**src/rtl/sdfront_pkg.sv**
```systemverilog
`timescale 1ns/1ps
package sdfront_pkg;

    typedef enum logic [3:0] {
        CMD_NOP  = 4'd0,
        CMD_ACT  = 4'd1,
        CMD_RD   = 4'd2,
        CMD_WR   = 4'd3,
        CMD_PRE  = 4'd4,
        CMD_PREA = 4'd5,
        CMD_REF  = 4'd6,
        CMD_SREF = 4'd7,
        CMD_MRS  = 4'd8,
        CMD_EMRS = 4'd9,
        CMD_MRSX = 4'd10
    } cmd_e;

    typedef enum logic [1:0] {
        PWR_NORMAL = 2'd0,
        PWR_PRE_PD = 2'd1,
        PWR_ACT_PD = 2'd2,
        PWR_SELF   = 2'd3
    } pwr_e;

    typedef struct packed {
        cmd_e       kind;
        logic       illegal;
        logic       auto_pre;
    } cmd_info_t;

    // Strobe pattern {ras_n,cas_n,we_n} to command kind.
    function automatic cmd_e strobe_decode(
        input logic [2:0] rcw,
        input logic       cke_now,
        input logic       all_sel,
        input logic       sel_mr,
        input logic       sel_emr
    );
        cmd_e k;
        case (rcw)
            3'b011:  k = CMD_ACT;
            3'b101:  k = CMD_RD;
            3'b100:  k = CMD_WR;
            3'b010:  k = all_sel ? CMD_PREA : CMD_PRE;
            3'b001:  k = cke_now ? CMD_REF : CMD_SREF;
            3'b000:  k = sel_mr ? CMD_MRS : (sel_emr ? CMD_EMRS : CMD_MRSX);
            default: k = CMD_NOP;
        endcase
        return k;
    endfunction

    function automatic logic is_rdwr(input cmd_e k);
        return (k == CMD_RD) || (k == CMD_WR);
    endfunction

endpackage

```
**src/rtl/sdfront_decode.sv**
```systemverilog
`timescale 1ns/1ps
module sdfront_decode
    import sdfront_pkg::*;
#(
    parameter int BA_W   = 2,
    parameter int ADDR_W = 13,
    parameter int AP_BIT = 10
) (
    input  logic              accept,
    input  logic              cke,
    input  logic              cs_n,
    input  logic              ras_n,
    input  logic              cas_n,
    input  logic              we_n,
    input  logic [BA_W-1:0]   ba,
    input  logic [ADDR_W-1:0] addr,
    output cmd_e              kind
);
    cmd_e raw;

    always_comb begin
        raw = strobe_decode({ras_n, cas_n, we_n}, cke, addr[AP_BIT],
                            ba == BA_W'(0), ba == BA_W'(1));
        kind = CMD_NOP;
        if (accept && !cs_n) begin
            // with clock enable low only self-refresh entry is taken
            if (cke || raw == CMD_SREF) begin
                kind = raw;
            end
        end
    end
endmodule

```
**src/rtl/sdfront_bank.sv**
```systemverilog
`timescale 1ns/1ps
module sdfront_bank #(
    parameter int ROW_W = 13
) (
    input  logic             clk,
    input  logic             rst,
    input  logic             act_en,
    input  logic             close_en,
    input  logic             ap_en,
    input  logic [ROW_W-1:0] row_in,
    output logic             is_open,
    output logic [ROW_W-1:0] row_q
);
    logic ap_pend;

    always_ff @(posedge clk) begin
        if (rst) begin
            is_open <= 1'b0;
            row_q   <= '0;
            ap_pend <= 1'b0;
        end else begin
            ap_pend <= ap_en;
            if (act_en) begin
                is_open <= 1'b1;
                row_q   <= row_in;
            end else if (close_en || ap_pend) begin
                is_open <= 1'b0;
            end
        end
    end

    AST_ACT_OPENS: assert property (@(posedge clk) disable iff (rst)
        act_en |=> (is_open && row_q == $past(row_in)));

    AST_AP_CLOSES: assert property (@(posedge clk) disable iff (rst)
        ap_en |-> ##2 !is_open);

    AST_AP_STAYS: assert property (@(posedge clk) disable iff (rst)
        (ap_en && !close_en) |=> is_open);
endmodule

```
**src/rtl/sdfront_power.sv**
```systemverilog
`timescale 1ns/1ps
module sdfront_power
    import sdfront_pkg::*;
(
    input  logic clk,
    input  logic rst,
    input  logic cke,
    input  cmd_e kind,
    input  logic any_open,
    output logic accept,
    output pwr_e view
);
    pwr_e state_q, state_d;

    always_comb begin
        state_d = state_q;
        unique case (state_q)
            PWR_NORMAL: if (!cke) begin
                if (kind == CMD_SREF && !any_open) state_d = PWR_SELF;
                else if (any_open)                  state_d = PWR_ACT_PD;
                else                                state_d = PWR_PRE_PD;
            end
            PWR_PRE_PD, PWR_ACT_PD, PWR_SELF:
                if (cke) state_d = PWR_NORMAL;
            default: state_d = PWR_NORMAL;
        endcase
    end

    always_ff @(posedge clk) begin
        if (rst) state_q <= PWR_NORMAL;
        else     state_q <= state_d;
    end

    assign accept = (state_q == PWR_NORMAL);
    // self-refresh exit seen from clock enable without an edge
    assign view   = (state_q == PWR_SELF && cke) ? PWR_NORMAL : state_q;

    AST_SELF_IDLE: assert property (@(posedge clk) disable iff (rst)
        (state_q == PWR_SELF && $past(state_q) == PWR_NORMAL) |-> !$past(any_open));

    AST_PD_KIND: assert property (@(posedge clk) disable iff (rst)
        (state_q == PWR_PRE_PD && $past(state_q) == PWR_NORMAL) |-> !$past(any_open));

    AST_WAKE: assert property (@(posedge clk) disable iff (rst)
        (state_q != PWR_NORMAL && cke) |=> state_q == PWR_NORMAL);
endmodule

```
**src/rtl/sdram_front.sv**
```systemverilog
`timescale 1ns/1ps
module sdram_front
    import sdfront_pkg::*;
#(
    parameter int NUM_BANKS = 4,
    parameter int ADDR_W    = 13,
    parameter int ROW_W     = 13,
    parameter int COL_W     = 10,
    parameter int AP_BIT    = 10,
    localparam int BA_W     = $clog2(NUM_BANKS)
) (
    input  logic                       clk,
    input  logic                       rst,
    input  logic                       cke,
    input  logic                       cs_n,
    input  logic                       ras_n,
    input  logic                       cas_n,
    input  logic                       we_n,
    input  logic [BA_W-1:0]            ba,
    input  logic [ADDR_W-1:0]          addr,
    output logic [3:0]                 cmd_kind,
    output logic [BA_W-1:0]            cmd_bank,
    output logic [COL_W-1:0]           cmd_col,
    output logic                       cmd_auto_pre,
    output logic                       cmd_illegal,
    output logic [NUM_BANKS-1:0]       bank_open,
    output logic [NUM_BANKS*ROW_W-1:0] open_rows,
    output logic [1:0]                 pwr_state,
    output logic [ADDR_W-1:0]          mode_reg,
    output logic [ADDR_W-1:0]          ext_mode_reg
);
    cmd_e      kind;
    logic      accept;
    pwr_e      pwr_view;
    logic      any_open;
    logic      sel_open;
    cmd_info_t info_d, info_q;
    logic [BA_W-1:0]  bank_q;
    logic [COL_W-1:0] col_q;
    logic             past_ok;

    sdfront_decode #(.BA_W(BA_W), .ADDR_W(ADDR_W), .AP_BIT(AP_BIT)) u_dec (
        .accept(accept), .cke(cke), .cs_n(cs_n), .ras_n(ras_n),
        .cas_n(cas_n), .we_n(we_n), .ba(ba), .addr(addr), .kind(kind)
    );

    assign any_open = |bank_open;
    assign sel_open = bank_open[ba];

    always_comb begin
        info_d.kind     = kind;
        info_d.illegal  = (is_rdwr(kind) && !sel_open)
                        || (kind == CMD_ACT && sel_open)
                        || (kind == CMD_SREF && any_open);
        info_d.auto_pre = is_rdwr(kind) && addr[AP_BIT];
    end

    sdfront_power u_pwr (
        .clk(clk), .rst(rst), .cke(cke), .kind(kind),
        .any_open(any_open), .accept(accept), .view(pwr_view)
    );

    for (genvar i = 0; i < NUM_BANKS; i++) begin : g_bank
        logic hit;
        logic [ROW_W-1:0] row_i;
        assign hit = (ba == BA_W'(i));
        sdfront_bank #(.ROW_W(ROW_W)) u_bank (
            .clk(clk), .rst(rst),
            .act_en(hit && kind == CMD_ACT && !info_d.illegal),
            .close_en(kind == CMD_PREA || (hit && kind == CMD_PRE)),
            .ap_en(hit && info_d.auto_pre && !info_d.illegal),
            .row_in(addr[ROW_W-1:0]),
            .is_open(bank_open[i]),
            .row_q(row_i)
        );
        assign open_rows[i*ROW_W +: ROW_W] = row_i;
    end

    always_ff @(posedge clk) begin
        if (rst) begin
            info_q       <= '{kind: CMD_NOP, illegal: 1'b0, auto_pre: 1'b0};
            bank_q       <= '0;
            col_q        <= '0;
            mode_reg     <= '0;
            ext_mode_reg <= '0;
            past_ok      <= 1'b0;
        end else begin
            past_ok <= 1'b1;
            info_q  <= info_d;
            bank_q  <= (kind == CMD_NOP) ? '0 : ba;
            col_q   <= is_rdwr(kind) ? addr[COL_W-1:0] : '0;
            if (kind == CMD_MRS)  mode_reg     <= addr;
            if (kind == CMD_EMRS) ext_mode_reg <= addr;
        end
    end

    assign cmd_kind     = info_q.kind;
    assign cmd_illegal  = info_q.illegal;
    assign cmd_auto_pre = info_q.auto_pre;
    assign cmd_bank     = bank_q;
    assign cmd_col      = col_q;
    assign pwr_state    = pwr_view;

    AST_CS_MASK: assert property (@(posedge clk) disable iff (rst)
        (past_ok && $past(cs_n)) |-> info_q.kind == CMD_NOP);

    AST_PREA_ALL: assert property (@(posedge clk) disable iff (rst)
        (info_q.kind == CMD_PREA) |-> bank_open == '0);

    AST_MR_HOLD: assert property (@(posedge clk) disable iff (rst)
        (past_ok && info_q.kind != CMD_MRS) |-> $stable(mode_reg));
endmodule

```
**config.mk**
```make
export PLATFORM = sky130hd
export DESIGN_NAME = sdram_front
export DESIGN_NICKNAME = d
export VERILOG_FILES = /design/src/rtl/sdfront_pkg.sv /design/src/rtl/sdfront_decode.sv /design/src/rtl/sdfront_bank.sv /design/src/rtl/sdfront_power.sv /design/src/rtl/sdram_front.sv
export SDC_FILE = /design/constraint.sdc
export NUM_CORES = 1
export LEC_CHECK = 0
export BUFFER_PORTS_ARGS = -buffer_cell sky130_fd_sc_hd__buf_2
export CORE_MARGIN = 2
export CORE_UTILIZATION = 50
export CTS_CLUSTER_DIAMETER = 60
export DETAILED_ROUTE_END_ITERATION = 10
export GPL_ROUTABILITY_DRIVEN = 0
export PLACE_DENSITY = 0.78
export SLEW_MARGIN = 0
export SYNTH_ARGS = -nofsm -noshare
export SYNTH_HDL_FRONTEND = slang
export SYNTH_HIERARCHICAL = 1
export SYNTH_SLANG_ARGS = --single-unit
```
**constraint.sdc**
```tcl
create_clock -name clk -period 3.4 [get_ports clk]
set_clock_uncertainty 0.2 [all_clocks]
set_input_delay 0.68 -clock clk [delete_from_list [all_inputs] [get_ports clk]]
set_output_delay 0.68 -clock clk [all_outputs]
set_load 0.005 [all_outputs]
```
Word level (Yosys, flattened, before mapping)
Index checks and enable logic that the tools add are counted.
- bits in registers: 106
- input bits: 22
- output and inout bits: 102
- logic and storage cells: 123
- magnitude comparators: 1
- equal/unequal tests: 22
- muxes and demuxes: 23
- bitwise logic cells: 1
- reductions and logical operators: 56
- operator list (cell ; number):
    1-bit logical AND ; 27
    4-bit one-hot mux with 6 select lines ; 1
    4-bit by 3-bit equality test with 1-bit output, second input constant ; 4
    1-bit logical OR ; 12
    2-bit 2-to-1 mux ; 6
    4-bit 2-to-1 mux ; 3
    1-bit 2-to-1 mux ; 11
    2-bit equality test, second input constant ; 4
    4-bit by 2-bit equality test with 1-bit output, second input constant ; 2
    4-bit equality test, second input constant ; 2
    2-bit nonzero test ; 4
    3-bit by 2-bit equality test with 1-bit output, second input constant ; 2
    3-bit equality test, second input constant ; 2
    2-bit by 1-bit equality test with 1-bit output, second input constant ; 2
    4-bit by 1-bit equality test with 1-bit output, second input constant ; 1
    1-bit zero test ; 4
    2-bit zero test ; 2
    4-bit zero test ; 1
    2-bit inequality test, second input constant ; 2
    2-bit one-hot mux with 2 select lines ; 1
    2-bit OR reduction ; 2
    4-bit OR reduction ; 1
    3-bit by 1-bit equality test with 1-bit output, second input constant ; 1
    3-bit zero test ; 1
    other kinds (5) ; 5

Logic depth before layout (Yosys ltp)
Gate-level depths: netlist of the first run.
- depth in word-level cells: 16
- mapped depth: 12
- mapped depth without buffers: 9

Modules after synthesis
Netlist of the first run, hierarchy kept.
- modules (own cells, without submodules) (module ; times used ; cells each ; area an instance (sq um) ; seq. area each (sq um)):
    sdfront_bank ; 4 ; 48 ; 543.0 ; 300.3
    sdram_front ; 1 ; 188 ; 1687.9 ; 880.8
    sdfront_power ; 1 ; 11 ; 106.4 ; 40.0
    sdfront_decode ; 1 ; 15 ; 98.8 ; 0.0

Worst setup path after synthesis of the first run
OpenSTA, ideal clock, no wires.
- kind: input to register
- start point: input port cas_n
- end point: register g_bank[0].u_bank.row_q[1]
- setup time: 0.117 ns
- data arrival time: 2.556 ns
- data required time: 3.083 ns
- slack: 0.527 ns
- stages on the path: 11
- path buffers: 3
- cell sequence: or3b_1 a211o_1 o41ai_1 buf_6 nor4b_4 nand2b_4 nor3_2 buf_6 buf_12 mux2i_1 nor2_1
- RTL lines (what ; line ; text):
    start, declared ; sdram_front.sv:17 ; input logic cas_n,
    end signal, assigned ; sdfront_bank.sv:25 ; row_q <= row_in;
    end, declared ; sdfront_bank.sv:12 ; output logic [ROW_W-1:0] row_q

==> results.toml, run 1 <==
[outcome]
status = "finished, final reports clean"

[sta]
period_minus_slack_ns = 2.71
hold_slack_ns = 0.257
rsz0062_at_grt = "false"
hold_viol = 0
slew_viol_final = 0
tightest_slew_ns = 0.851
tns_ns = 0
post-route-period-util_pct = 79.6
setup_viol = 0
fmax_ghz = 0.370
relSlewSlack_pct = 43.2

[min_path]
hold_path_class = "register to register"
worstHoldPathCells = 2
hold_end = "mode_reg[0]"
hp-start = "mode_reg[0]"

[cts]
cts_resized = 0
clk_pin_slew_worst_paths_ns = 0.09
postCtsSetupBuffers = 0
clk_latency_ns = 0.36
cts_made_buffers = 9
cts_tree = "yes"
cts_sinks = 106
cts_hold_buf = 0
clk_path_buf_depth = 2
cts_max_level = 3
cts_root_buf = "clkbuf_8"

[die]
fp.dieArea_um2 = 8870
ios = 124
rows = 32
die_x_um = 94.2
fp.coreArea_um2 = 7810
initial_core_util_pct = 52.1
die_y_um = 94.2

[cells_and_area]
nets = 548
drive_gt1_share_pct = 31.5
syn_to_final_growth_pct = 20.9
num_antenna_cells = 0
largest_register_ffs = 52
finalInstanceArea_um2 = 4910
nFillCells = 668

[setup_path]
crit_type = "input port to register"
reg2regPathDepth = 7
rr_startpoint = "u_pwr/state_q[1]"
cp_max_fo = 14
required_ns = 3.43
cp_data_arrival_time_ns = 2.73
worstSetupEndpointType = "register"
critPathLaunchType = "input port"
reg2reg_to = "ext_mode_reg[4]"
worst-r2r-setup-slack_ns = 0.76

[drt]
drtIter0Drc = 141
drc = 0
wl_met1_um = 4140
vias = 3189
met3_length_um = 522
met2_length_um = 4480
wl_per_cell_um = 14.8
postRouteAntennaNets = 0
vias_per_cell = 5.04
wirelength_um = 9350
first_pass_iters = 4
dr.max_layer_used = "met4"

[global_routing]
overflow = 0
grt_pass1_wl_um = 14900
antenna_found_initial = 0
grt_pass1_vias = 3105
grt_max_degree = 68
grt_usage_pct = 21.3

[pwr]
powerDensity_nw_per_um2 = 463
netSwitchingPower_mw = 0.524
p_comb_share_pct = 6.1
clkPwrFrac_pct = 38.4
switching_share_pct = 23.0
p_leak_nw = 2.09
p_seq_share_pct = 55.4
finalPower_mw = 2.28
vdd_drop_max_v = 0.000270
internal-power_mw = 1.75

[yosys]
ys_types = 40
synthesis.area_um2 = 4070
syn-num-nets = 428
ys_seq_area_share_pct = 52.2
yosys_most_used_dff = "dfxtp_1"
async_reset_ff_share_pct = 0
synth-edff-count = 0
synth-seq-cells = 106
postSynthCellCount = 406
avgSynthCellArea_um2 = 10.0
yosysWarnings = 6

[job]
cap_viol_max_count = 0

[placed_design]
io_buffers = 123
place_area_um2 = 4680
hpwlAfterDp_um = 6680
==> cells in the final DEF, fill, tap and decap left out, types with 3 or more instances in the layout <==
cell and n:
buf_4 10, or3b_1 5, nand2b_1 4, inv_6 3, nor2_2 3, nor2_1 62
nand2_1 53, a21oi_1 29, mux2i_1 53, a21oi_2 4, nor3b_1 3, and2_1 13
buf_2 123, inv_1 7, dfxtp_1 106, clkbuf_8 10, nor2b_1 10, a21boi_0 5
==> area by class of cell <==
type	count	area [um2]	area share (%)
repair buffers	134	711	14.5
flip-flops and latches	106	2120	43.2
clock inverters	6	95.1	1.94
clock buffers	10	138	2.80
inverters	7	26.3	0.535
well taps	102	128	2.60
multi-input cells	268	1690	34.5
==> per-layer routing <==
layer | global-route usage, % | vias to the layer above
met2 | 34.1 | 102
met1 | 27.5 | 1487
li1 | - | 1581
met5 | 0 | -
met3 | 4.82 | 19
met4 | 9.06 | 0
==> worst max-delay path, stage by stage <==
cell and delay [ns]:
buf_2 0.14, or3b_1 0.40, a211o_1 0.33, o41ai_2 0.07, nor4b_4 0.33, nand2b_4 0.11, nor3_2 0.12, buf_4 0.27
mux2i_1 0.23, nor2_1 0.05
==> power by group through the flow <==
stage / registers (mW) / logic [mW] / clock network, mW
after floorplan: 1.29 / 0.0731 / 0
after global placement: 1.29 / 0.136 / 0
after detailed placement: 1.29 / 0.139 / 0
after CTS: 1.26 / 0.140 / 0.894
after global routing: 1.26 / 0.153 / 0.934
final: 1.26 / 0.139 / 0.875
==> cells by family (layout without fill, tap and decap cells) <==
group	Yosys count	after routing	share of synthesized area, %
compound gates	46	46	6.96
buf+inv	32	157	6.43
flops	106	106	52.2
mux	55	55	13.9
simple gates	167	167	20.5
==> metrics by stage <==
stage	utilization (%)	setup WS, ns	cells
2_1_floorplan	-	0.527	406
3_3_place_gp	60.0	0.434	617
3_5_place_dp	60.0	0.341	617
4_1_cts	62.9	0.721	633
5_1_grt	62.9	0.548	633
6_report	62.9	0.694	633
==> worst max-delay path by stage <==
stage	from	to	slack (ns)	cells past startpoint
2_1_floorplan	cas_n	g_bank[0].u_bank/row_q[1]	0.53	11
3_3_place_gp	cas_n	g_bank[3].u_bank/row_q[5]	0.43	10
3_5_place_dp	cas_n	g_bank[0].u_bank/row_q[11]	0.34	10
4_1_cts	cas_n	g_bank[0].u_bank/row_q[11]	0.72	10
5_1_grt	ba[1]	ext_mode_reg[4]	0.55	8
6_report	cas_n	g_bank[0].u_bank/row_q[11]	0.69	10
==> synth_stat cells, types with 2 or more instances <==
cell,count,share of area [%]
o21a_1,2,0.37
buf_4,4,0.74
or3b_1,5,1.1
nor3_1,2,0.25
nand2_1,53,4.9
mux2i_1,53,13
nor2_1,64,5.9
buf_2,6,0.74
a21boi_0,5,0.92
a21oi_2,4,0.86
nor2b_1,10,1.5
nand4_1,2,0.31
a21oi_1,29,3.6
inv_1,7,0.65
and2_1,13,2.0
buf_12,4,2.0
nor3b_1,3,0.55
nand2b_1,4,0.62
buf_6,7,1.9
nor4b_4,2,1.2
clkbuf_1,3,0.28
dfxtp_1,106,52
Power figures use the tool's default switching activity.
==> inputs of run 2 (changes only) <==
==> constraint.sdc (replaced) <==
create_clock -name clk -period 2.52 [get_ports clk]
set_clock_uncertainty 0.2 [all_clocks]
set_input_delay 0.504 -clock clk [delete_from_list [all_inputs] [get_ports clk]]
set_output_delay 0.504 -clock clk [all_outputs]
set_load 0.005 [all_outputs]
==> run 2 against run 1 <==
Clock power rose by 13%. Design area rose by 4.3%. Final cell count rose by 3.9%. Critical path type is now register to register. Largest power group unchanged.
==> results.toml, run 2 (same netlist as run 1, synthesis figures left out) <==
[global_routing]
grt_usage_pct = 22.5
antenna_found_initial = 0
grt_pass1_wl_um = 15400
grt_max_degree = 95
grt_pass1_vias = 3179
overflow = 0

[die]
rows = 32
initial_core_util_pct = 52.1
die_x_um = 94.2
fp.coreArea_um2 = 7810
fp.dieArea_um2 = 8870
die_y_um = 94.2
ios = 124

[sta]
slew_viol_final = 0
hold_viol = 0
setup_viol = 0
tightest_slew_ns = 0.401
tns_ns = 0
period_minus_slack_ns = 2.44
relSlewSlack_pct = 73.1
post-route-period-util_pct = 96.7
hold_slack_ns = 0.249
fmax_ghz = 0.411
rsz0062_at_grt = "true"

[drt]
postRouteAntennaNets = 0
drc = 0
vias = 3309
vias_per_cell = 5.03
wirelength_um = 9850
wl_per_cell_um = 15.0
drtIter0Drc = 115
first_pass_iters = 5

[cells_and_area]
finalInstanceArea_um2 = 5120
syn_to_final_growth_pct = 26.1
final_cell_mix = "buf_2 (123), dfxtp_1 (105), nor2_1 (61)"
nets = 573
final_util_pct = 65.6
num_antenna_cells = 0
layout_commonest_cell = "buf_2"
drive_gt1_share_pct = 35.1
largest_register_ffs = 52

[outcome]
status = "finished, final reports clean"

[setup_path]
worst-r2r-setup-slack_ns = 0.08
cp_max_fo = 5
worstSetupEndpointType = "register"
setup.worst_path.end = "g_bank[0].u_bank/row_q[6]"
crit_type = "register to register"
critPathLaunchType = "register"
cp_data_arrival_time_ns = 2.48
reg2reg_to = "g_bank[0].u_bank/row_q[6]"
rr_startpoint = "u_pwr/state_q[0]"
reg2regPathDepth = 9
startpoint = "u_pwr/state_q[0]"
required_ns = 2.57

[cts]
cts_hold_buf = 0
clk_pin_slew_worst_paths_ns = 0.11
cts_root_buf = "clkbuf_8"
cts_made_buffers = 9
cts_tree = "yes"
clk_path_buf_depth = 2
cts_max_level = 3
cts_sinks = 106
clk_latency_ns = 0.36

[pwr]
p_leak_nw = 2.21
vdd_drop_max_v = 0.000347
finalPower_mw = 2.91
powerDensity_nw_per_um2 = 568

[placed_design]
place_area_um2 = 4860
io_buffers = 123
hpwlAfterDp_um = 6930

[job]
cap_viol_max_count = 0

[min_path]
hold_path_class = "input port to register"
[run 2: report_power, final]
part / total, mW / switching (mW) / leakage, nW / internal [mW]
sequential: 1.70 / 0.00872 / 0.856 / 1.69
clock: 0.990 / 0.607 / 0.0911 / 0.383
combinational: 0.221 / 0.128 / 1.26 / 0.0930
[run 2: layer usage]
layer | global-route usage [%] | vias to the layer above | wire (um)
met5 | 0 | - | 0
met4 | 9.42 | 0 | 195
met3 | 3.93 | 14 | 444
met2 | 36.1 | 100 | 4660
met1 | 29.8 | 1560 | 4560
li1 | - | 1635 | -
[run 2: worst min path at each step]
stage	startpoint	to	slack (ns)	cells past startpoint
final	addr[7]	ext_mode_reg[7]	0.25	3
after floorplan	ext_mode_reg[0]	ext_mode_reg[0]	0.25	2
after detailed placement	mode_reg[1]	mode_reg[1]	0.25	2
after global placement	mode_reg[8]	mode_reg[8]	0.24	2
after CTS	addr[3]	ext_mode_reg[3]	0.23	3
after global routing	addr[3]	ext_mode_reg[3]	0.23	3
[run 2: metrics by stage]
| step | setup slack (ns) | instances |
|---|---|---|
| finish | 0.0840 | 658 |
| global route | -0.0773 | 658 |
| CTS | 0.0375 | 652 |
| detailed placement | -0.291 | 636 |
| global placement | -0.241 | 636 |
| floorplan | -0.153 | 406 |
[run 2: critical path, stage by stage, from the launching register on]
cell      delay (ns)
dfxtp_2         0.33
nor2_1          0.10
nand2b_1        0.14
o41ai_2         0.44
nor4b_4         0.34
nand2b_4        0.13
nor3_4          0.20
buf_4           0.20
mux2i_1         0.19
nor2_1          0.06
[run 2: final cells by class]
| type | instances | area [um2] |
|---|---|---|
| clock buffers | 10 | 128 |
| clock inverters | 6 | 58.8 |
| fillers | 664 | 2680 |
| inverters | 7 | 26.3 |
| multi-input cells | 268 | 1710 |
| flip-flops and latches | 106 | 2120 |
| well taps | 102 | 128 |
| repair buffers | 159 | 947 |
[run 2: what timing repair did]
action                                  4_1_cts  5_1_grt
gates resized for setup                       0       12
buffers inserted                              0        5
endpoints found under the setup margin        0       60
==> inputs of run 3 (changes only) <==
==> constraint.sdc (replaced) <==
create_clock -name clk -period 2.75 [get_ports clk]
set_clock_uncertainty 0.2 [all_clocks]
set_input_delay 0.55 -clock clk [delete_from_list [all_inputs] [get_ports clk]]
set_output_delay 0.55 -clock clk [all_outputs]
set_load 0.005 [all_outputs]
==> run 3 against run 2 <==
Clock-buffer cell count is 1 lower. Design area is 2.9% lower. Combinational power is 17% lower. Critical path depth is 1 higher. Via count is 2.7% lower. Setup slack better by 0.15 ns. Power is 9.6% lower. Utilization is 1.9 points lower. Clock power is 10% lower. Flip-flop and latch count stayed put. Routed wire length is 4.3% lower. Non-clock buffer count is 14 lower.
==> results.toml, run 3 (same netlist as run 1, synthesis figures left out) <==
[cts]
clk_path_buf_depth = 2
clk_pin_slew_worst_paths_ns = 0.10
cts_tree = "yes"
clk_latency_ns = 0.35
cts_hold_buf = 0
cts_max_level = 3
postCtsSetupBuffers = 0
cts_resized = 0
cts_root_buf = "clkbuf_8"
cts_made_buffers = 9
cts_sinks = 106

[cells_and_area]
final_cells = 644
drive_gt1_share_pct = 32.8
final_cell_mix = "buf_2 (123), dfxtp_1 (106), nor2_1 (62)"
layout_commonest_cell = "buf_2"
num_antenna_cells = 0
syn_to_final_growth_pct = 22.4
nets = 559
largest_register_ffs = 52
finalInstanceArea_um2 = 4970

[min_path]
hold_path_class = "register to register"

[placed_design]
io_buffers = 123
place_area_um2 = 4790
hpwlAfterDp_um = 6830
dp.cells = 628

[setup_path]
critPathLaunchType = "input port"
crit_type = "input port to register"
required_ns = 2.79
cp_data_arrival_time_ns = 2.55
worstSetupEndpointType = "register"
cp_max_fo = 14

[outcome]
status = "finished, final reports clean"

[die]
fp.dieArea_um2 = 8870
ios = 124
die_x_um = 94.2
fp.coreArea_um2 = 7810
die_y_um = 94.2
rows = 32
initial_core_util_pct = 52.1

[sta]
fmax_ghz = 0.397
period_minus_slack_ns = 2.52
tns_ns = 0
slew_viol_final = 0
tightest_slew_ns = 0.720
relSlewSlack_pct = 51.9
post-route-period-util_pct = 91.6
setup_viol = 0
rsz0062_at_grt = "false"
hold_viol = 0

[drt]
wl_per_cell_um = 14.6
drc = 0
drtIter0Drc = 130
postRouteAntennaNets = 0
vias = 3220
vias_per_cell = 5.00
first_pass_iters = 4
wirelength_um = 9430

[pwr]
internal-power_mw = 1.97
p_seq_share_pct = 59.2
netSwitchingPower_mw = 0.662
p_comb_share_pct = 6.9
powerDensity_nw_per_um2 = 529
p_leak_nw = 2.13
vdd_drop_max_v = 0.000431
switching_share_pct = 25.1
clkPwrFrac_pct = 33.8

[job]
cap_viol_max_count = 0

[global_routing]
grt_use_met2_pct = 35.8
grt_max_degree = 44
grt.busiest_layer = "met2"
grtUsageMet3_pct = 3.45
overflow = 0
grt_pass1_wl_um = 15100
grt_pass1_vias = 3063
grt_usage_pct = 21.8
antenna_found_initial = 0
grt_use_met1_pct = 29.2
run 3: changes by cell type in the layout (fill, tap and decap cells not counted), moves of 2 or more:
cell      delta
buf_4       -10
buf_6        -3
clkinv_2     +2
inv_6        -2
run 3: worst max-delay path: stages:
cell and delay [ns]:
buf_2 0.11, or3b_1 0.37, a211o_1 0.31, o41ai_2 0.07, nor4b_4 0.34, nand2b_4 0.11, nor2_1 0.23, buf_12 0.20
mux2i_1 0.21, nor2_1 0.06
run 3: area by class of cell:
cell class / count / area, um2
multi-input cells: 268 / 1690
repair buffers: 145 / 818
clock buffers: 9 / 124
clock inverters: 7 / 62.6
fillers: 671 / 2830
well taps: 102 / 128
flip-flops and latches: 106 / 2120
inverters: 7 / 26.3
run 3: power by group through the flow:
stage	clock [mW]	sequential (mW)	combinational (mW)
finish	0.891	1.56	0.183
global route	0.976	1.56	0.200
CTS	0.914	1.56	0.183
detailed placement	0	1.60	0.182
global placement	0	1.60	0.178
floorplan	0	1.60	0.0904
run 3: path summary, 6_finish.rpt:
check	depth (start not counted)	from	slack (ns)	to
setup / recovery	10	cas_n	0.23	g_bank[3].u_bank/row_q[0]
hold / removal	2	mode_reg[12]	0.26	mode_reg[12]
setup reg to reg	9	u_pwr/state_q[1]	0.23	g_bank[3].u_bank/row_q[0]
hold reg to reg	2	mode_reg[12]	0.26	mode_reg[12]
run 3: metal layers:
metal | vias to the layer above | part of all wire, %
li1 | 1606 | -
met1 | 1514 | 47
met2 | 87 | 47
met5 | - | 0
met4 | 0 | 1.5
met3 | 13 | 4.1
run 3: metrics by stage:
step	util (%)	hold slack, ns	setup slack, ns	total power [mW]
after global placement	61.3	0.242	-0.0703	1.77
after global routing	63.7	0.269	0.0695	2.74
after detailed placement	61.3	0.245	-0.123	1.78
final	63.7	0.256	0.231	2.63
after floorplan	-	0.253	0.00676	1.69
after CTS	63.7	0.258	0.235	2.66
